### src/rtl/cond_sci_unit.sv
module cond_sci_unit #(
  parameter int DW = 16,
  parameter int BW = 8
) (
  input  logic          clk,
  input  logic          rst_n,
  input  logic          in_valid,
  input  logic [3:0]    cond,
  input  logic [1:0]    op,
  input  logic          wide,
  input  logic [DW-1:0] mask,
  input  logic [DW-1:0] dest,
  input  logic [7:0]    flags,
  output logic          out_valid,
  output logic          met,
  output logic [DW-1:0] result
);

  localparam logic [1:0] OP_SET = 2'd0;
  localparam logic [1:0] OP_CLR = 2'd1;
  localparam logic [1:0] OP_INV = 2'd2;

  logic fn, fv, fz, fc, slt, hit, mask_any;
  logic [DW-1:0] calc, nxt;

  assign fn  = flags[7];
  assign fv  = flags[6];
  assign fz  = flags[1];
  assign fc  = flags[0];
  assign slt = fn ^ fv;

  always_comb begin
    case (cond)
      4'h0: hit = 1'b1;
      4'h1: hit = ~fc;
      4'h2: hit = fc;
      4'h3: hit = ~fc | fz;
      4'h4: hit = fc & ~fz;
      4'h5: hit = slt;
      4'h6: hit = ~slt;
      4'h7: hit = fz | slt;
      4'h8: hit = ~fz & ~slt;
      4'h9: hit = fz;
      4'hA: hit = ~fz;
      4'hB: hit = fn;
      4'hC: hit = ~fn;
      4'hD: hit = ~fv;
      4'hE: hit = fv;
      default: hit = 1'b0;
    endcase
  end

  assign mask_any = wide ? |mask : |mask[BW-1:0];

  always_comb begin
    calc = dest;
    if (!mask_any) begin
      case (op)
        OP_SET: calc = hit ? DW'(1) : '0;
        OP_CLR: calc = hit ? '0 : DW'(1);
        OP_INV: calc = hit ? ~dest : dest;
        default: calc = dest;
      endcase
    end else if (hit) begin
      case (op)
        OP_SET: calc = dest | mask;
        OP_CLR: calc = dest & ~mask;
        OP_INV: calc = dest ^ mask;
        default: calc = dest;
      endcase
    end
  end

  assign nxt = wide ? calc : {dest[DW-1:BW], calc[BW-1:0]};

  always_ff @(posedge clk) begin
    if (!rst_n) begin
      out_valid <= 1'b0;
      met       <= 1'b0;
      result    <= '0;
    end else begin
      out_valid <= in_valid;
      met       <= hit;
      result    <= nxt;
    end
  end


  valid_rise_chk: assert property (@(posedge clk) disable iff (!rst_n)
    in_valid |=> out_valid);

  valid_idle_chk: assert property (@(posedge clk) disable iff (!rst_n)
    !in_valid |=> !out_valid);

  always_met_chk: assert property (@(posedge clk) disable iff (!rst_n)
    (in_valid && cond == 4'h0) |=> met);

  never_met_chk: assert property (@(posedge clk) disable iff (!rst_n)
    (in_valid && cond == 4'hF) |=> !met);

  byte_upper_chk: assert property (@(posedge clk) disable iff (!rst_n)
    (in_valid && !wide) |=> result[DW-1:BW] == $past(dest[DW-1:BW]));

  masked_hold_chk: assert property (@(posedge clk) disable iff (!rst_n)
    (in_valid && wide && mask != '0) |=> (met || result == $past(dest)));

  pass_chk: assert property (@(posedge clk) disable iff (!rst_n)
    (in_valid && op == 2'd3) |=> result == $past(dest));

endmodule

### config.mk
export PLATFORM = sky130hd
export DESIGN_NAME = cond_sci_unit
export DESIGN_NICKNAME = d
export VERILOG_FILES = /design/src/rtl/cond_sci_unit.sv
export SDC_FILE = /design/constraint.sdc
export NUM_CORES = 1
export LEC_CHECK = 0
export ABC_AREA = 1
export CORE_UTILIZATION = 30
export DETAILED_ROUTE_END_ITERATION = 7
export MAX_ROUTING_LAYER = met4
export PLACE_DENSITY = 0.54
export SLEW_MARGIN = 20
export SYNTH_ARGS = -nofsm -noshare
export SYNTH_HDL_FRONTEND = slang
export SYNTH_SLANG_ARGS = --single-unit
### constraint.sdc
create_clock -name clk -period 1.7 [get_ports clk]
set_input_delay 0.34 -clock clk [delete_from_list [all_inputs] [get_ports clk]]
set_output_delay 0.34 -clock clk [all_outputs]
set_load 0.05 [all_outputs]
Word-level counts from Yosys, hierarchy flattened
Index checks and enable logic that the tools add are counted.

word-level totals
  register bits after elaboration = 18
  output and inout port bits = 18
  logic and storage cells = 48

operators by class
  reduce and logical (&&, ||, !) cells = 4
  bitwise gates (word level) = 15
  muxes and demuxes = 10
  equal/unequal tests = 16

operators by type and width
  kind                number
  $pmux 16 s3         2
  $mux 16             4
  $not 16->16         2
  $eq 4x4->1 const B  7
  $and 16x16->16      1
  $eq 4x3->1 const B  4
  $or 16x16->16       1
  $reduce_or 16->1    1
  $xor 16x16->16      1
  $pmux 1 s15         1
  $eq 4x2->1 const B  2
  $reduce_or 8->1     1
  $not 1->1           5
  $eq 4x1->1 const B  1
  $logic_not 4->1     1
  $mux 1              3
  $and 1x1->1         2
  $eq 2x1->1 const B  1
  $eq 2x2->1 const B  1
  $logic_not 2->1     1
  $or 1x1->1          2
  $xor 1x1->1         1

Depth between registers and ports, before layout
  depth in word-level cells = 8
  mapped depth = 15

Least setup slack after synthesis
Ideal clock, no wire load.

  path type = input to register
  start point = input port cond[0]
  end point = register result[0]
  buffers on the path = 2
  setup slack = 193 ps
  data arrival time = 1394 ps
  required time = 1587 ps
  cell stages on the path = 14
  cells stage by stage = buf_4 > nor2_1 > nand2_1 > nand2_1 > nor2_1 > inv_1 > nand2_1 > nor2_2 > nand2_4 > buf_6 > nand2_1 > nand3_1 > nand2_1 > nor2_1

on the way
  cells in the longest elaborated chain, start to end = 6

RTL lines
  item                                RTL line  RTL
  start, declared                     8         input logic [3:0] cond,
  $eq 4x4->1 (tied with other cells)  33        case (cond)
  $pmux 1 s15 (*)                     33
  $mux 16 (tied with other cells)     61        OP_INV: calc = hit ? ~dest : dest;
  $pmux 16 s3                         58        case (op)
  $mux 16 (*)                         57        if (!mask_any) begin
  $mux 16 (*)                         74        assign nxt = wide ? calc : {dest[DW-1:BW], calc[BW-1:0]};
  end signal, assigned                84        result <= nxt;
  end, declared                       16        output logic [DW-1:0] result

Every way passes the cells marked *; elsewhere a longest branch is shown, timed or not.
A chain may end at the register's enable or synchronous reset.

Worst setup path in the final report
  start point = input port dest[8]
  end point = register result[8]

on the way
  cells in the longest elaborated chain, start to end = 5

RTL lines
  item                                           RTL line  RTL
  start, declared                                12        input logic [DW-1:0] dest,
  $xor 16x16->16 (tied with other cells)         68        OP_INV: calc = dest ^ mask;
  $pmux 16 s3 / $mux 16 (equally long branches)  65, 61
  $mux 16 / $pmux 16 s3 (equally long branches)  64, 58
  $mux 16                                        57
  $mux 16 (*)                                    74

Marked as above.

==> impl_metrics.yaml <==
yosys:
  synth_area_leaders: "nand2_1 (20%), ha_1 (17%), dfxtp_1 (15%)"
  synthesis.area_mm2: 0.00233
  ys_ff_latch: 18
  yosysTopAreaCell: "nand2_1"
  syn_nets: 471
  yosysUniqueCellTypes: 29
  synthCells: 389
  yosysTopAreaCellShare: 0.200
  yosysWarnings: 0
  yosysSeqAreaShare: 0.155
  avgSynthCellArea_um2: 5.99
placed_design:
  hpwl_um: 5540
  placed_cell_area_mm2: 0.00347
  port_buffers: 63
  gp_congestion: 0.899
  place_ws_ps: -519
timing:
  period_needed_ps: 1620
  final-setup-viol-count: 0
  fin_crit_sh: 0.951
  relSlewSlack: 0.833
  setup_ws_ps: 83.3
  finalHoldViolCount: 0
  holdWs_ps: 609
  drv_slew: 0
  worst_slew_pin_slew_ps: 251
  clock.fmax_mhz: 619
routing:
  drt_first_iter_violations: 107
  post_drt_via_cell_ratio: 4.61
  routed_wl_um: 7130
  firstDrtPassIters: 4
  final_antenna_net_count: 0
  drcViolationCount: 0
  vias: 2824
  avgRoutedWirePerCell_um: 11.6
power:
  p_sw_uw: 771
  swShare: 0.408
  cellPowerDensity_mw_per_mm2: 506
  max-vdd-ir-drop_uv: 320
  p_seq_frac: 0.253
  intPower_uw: 1120
  pwr-share-comb: 0.554
  p_leak_uw: 0.00216
  clkPwrFrac: 0.193
layout:
  area_growth_pct: 60.2
  multiInputGateArea_mm2: 0.00179
  fin_area_mm2: 0.00373
  drive_gt1_frac: 0.281
  nets: 596
  regArea_um2: 360
  num-fill-cells: 770
  antenna_cells: 0
clock_network:
  cts_sinks: 18
  path_clk_slew_ps: 70
  numCtsBuffers: 3
  cts.htree.levels: 1
  root_buffer: "clkbuf_8"
  cts_buffer_depth: 2
  cts_tree: "built"
global_routing:
  gr-total-overflow: 0
  grt_pass1_vias: 2714
  antenna_found_initial: 0
  grt_pass1_wl_um: 12100
  grt_usage: 0.183
  grt_max_degree: 16
critical_path:
  cp_cell_sequence: "clkdlybuf4s50_1, inv_1, ha_1, a221oi_2, nand2_1, nand2_1, nand3_1, nand2_1, inv_1"
  cpPeakStageDelay_ps: 500
  cp_data_arrival_time_ps: 1780
  crit_slowest_cell: "clkdlybuf4s50_1"
  crit_family: "buffers and inverters"
  path_class: "input pin to flop"
  crit_fanout: 2
  critical_path_buf_inv_count: 3
  critPathLaunchType: "input pin"
  end_kind: "flop"
  cp.required_ps: 1860
  crit_path_frequent_cell: "nand2_1"
floorplan:
  core_mm2: 0.00737
  io_pins: 68
  die_x_um: 90.1
  dieArea_mm2: 0.00812
  die_y_um: 90.1
  initial_core_util: 0.316
  rows: 31
worst_hold_path:
  hp-class: "input pin to flop"
flow_run:
  cap_violations: 0
status:
  status: "finished, final reports clean"
area by class of cell:
cell class / count / share of cell area
Clock buffer: 4 / 0.0148
Tap cell: 99 / 0.0332
Inverter: 72 / 0.0731
Sequential cell: 18 / 0.0965
Timing Repair Buffer: 128 / 0.304
Multi-Input combinational cell: 291 / 0.479
cell families after synthesis:
logic type | synth area share
adders and majority gates | 0.172
and+or+nand+nor | 0.376
buffers and inverters | 0.146
DFF | 0.155
AOI/OAI and AO/OA | 0.151
path summary, 6_finish.rpt:
path,startpoint,end,cells after the start
setup / recovery,dest[8],result[8],9
hold / removal,dest[11],result[11],6
synth_stat cells:
cell / instances
buf_4: 1
buf_2: 5
ha_1: 32
nor2_4: 1
nand3_1: 34
buf_6: 3
or2_2: 1
clkbuf_1: 1
o211ai_1: 7
o21bai_1: 8
nand2_4: 2
a211oi_1: 1
nor2_2: 6
nand4_1: 4
nor3_1: 1
a221oi_1: 8
dfxtp_1: 18
a21boi_2: 1
nand3_2: 1
nor2_1: 25
inv_1: 66
a21oi_1: 18
nand2_2: 2
nand3_4: 1
o21ai_1: 2
nand2_1: 124
inv_2: 4
o21ai_0: 10
clkinv_1: 2
flip-flops by register name (all words and copies together), names as in the netlist:
register	cells
result	16
met	1
out_valid	1
per-layer routing:
metal	wire length, um	vias up	GRT usage
li1	-	1488	-
met4	0	0	0.0202
met2	3580	88	0.329
met5	0	-	-
met1	3180	1248	0.223
met3	367	0	0.0245
power by group through the flow:
| stage | sequential [uW] | combinational (uW) | clock [uW] |
|---|---|---|---|
| after detailed placement | 488 | 955 | 0 |
| after global placement | 489 | 950 | 0 |
| after CTS | 478 | 1010 | 379 |
| final | 478 | 1050 | 365 |
| after global routing | 482 | 1140 | 386 |
| after floorplan | 644 | 404 | 0 |
per-stage QoR:
stage	total power, uW	util	std cells	setup TNS, ps
after floorplan	1050	-	389	0
after global placement	1440	0.471	603	-7300
after detailed placement	1440	0.471	603	-7830
after CTS	1870	0.490	610	0
after global routing	2010	0.506	612	-0.878
final	1890	0.506	612	0
worst min-delay path, delay by kind of cell:
kind,cells,cell delay (ps)
buffers and inverters,4,360
AOI/OAI and AO/OA,1,60
and+or+nand+nor,1,60
layout by cell type, fill, tap and decap left out, types with 5 or more instances in the layout:
cell type | netlist | layout
nor2_2 | 6 | 6
o21ai_0 | 10 | 9
inv_2 | 4 | 14
o211ai_1 | 7 | 7
nand2_2 | 2 | 5
dlymetal6s2s_1 | 0 | 9
buf_4 | 1 | 77
clkdlybuf4s50_1 | 0 | 28
ha_1 | 32 | 32
a221oi_2 | 0 | 8
nand2_1 | 124 | 119
inv_1 | 66 | 55
nor2_1 | 25 | 23
a21oi_1 | 18 | 15
o21bai_1 | 8 | 8
nand3_1 | 34 | 31
dfxtp_1 | 18 | 18
timing repair:
| item | 4_1_cts | 5_1_grt |
|---|---|---|
| hold buffers | 0 | 0 |
| endpoints found under the setup margin | 17 | 16 |
| resized for setup | 22 | 46 |
| cloned | 2 | 0 |
| pin swaps | 4 | 12 |
| endpoints found under the hold margin | 0 | 0 |
| setup buffers | 1 | 2 |
No activity file was read; power rests on OpenSTA's default activity.
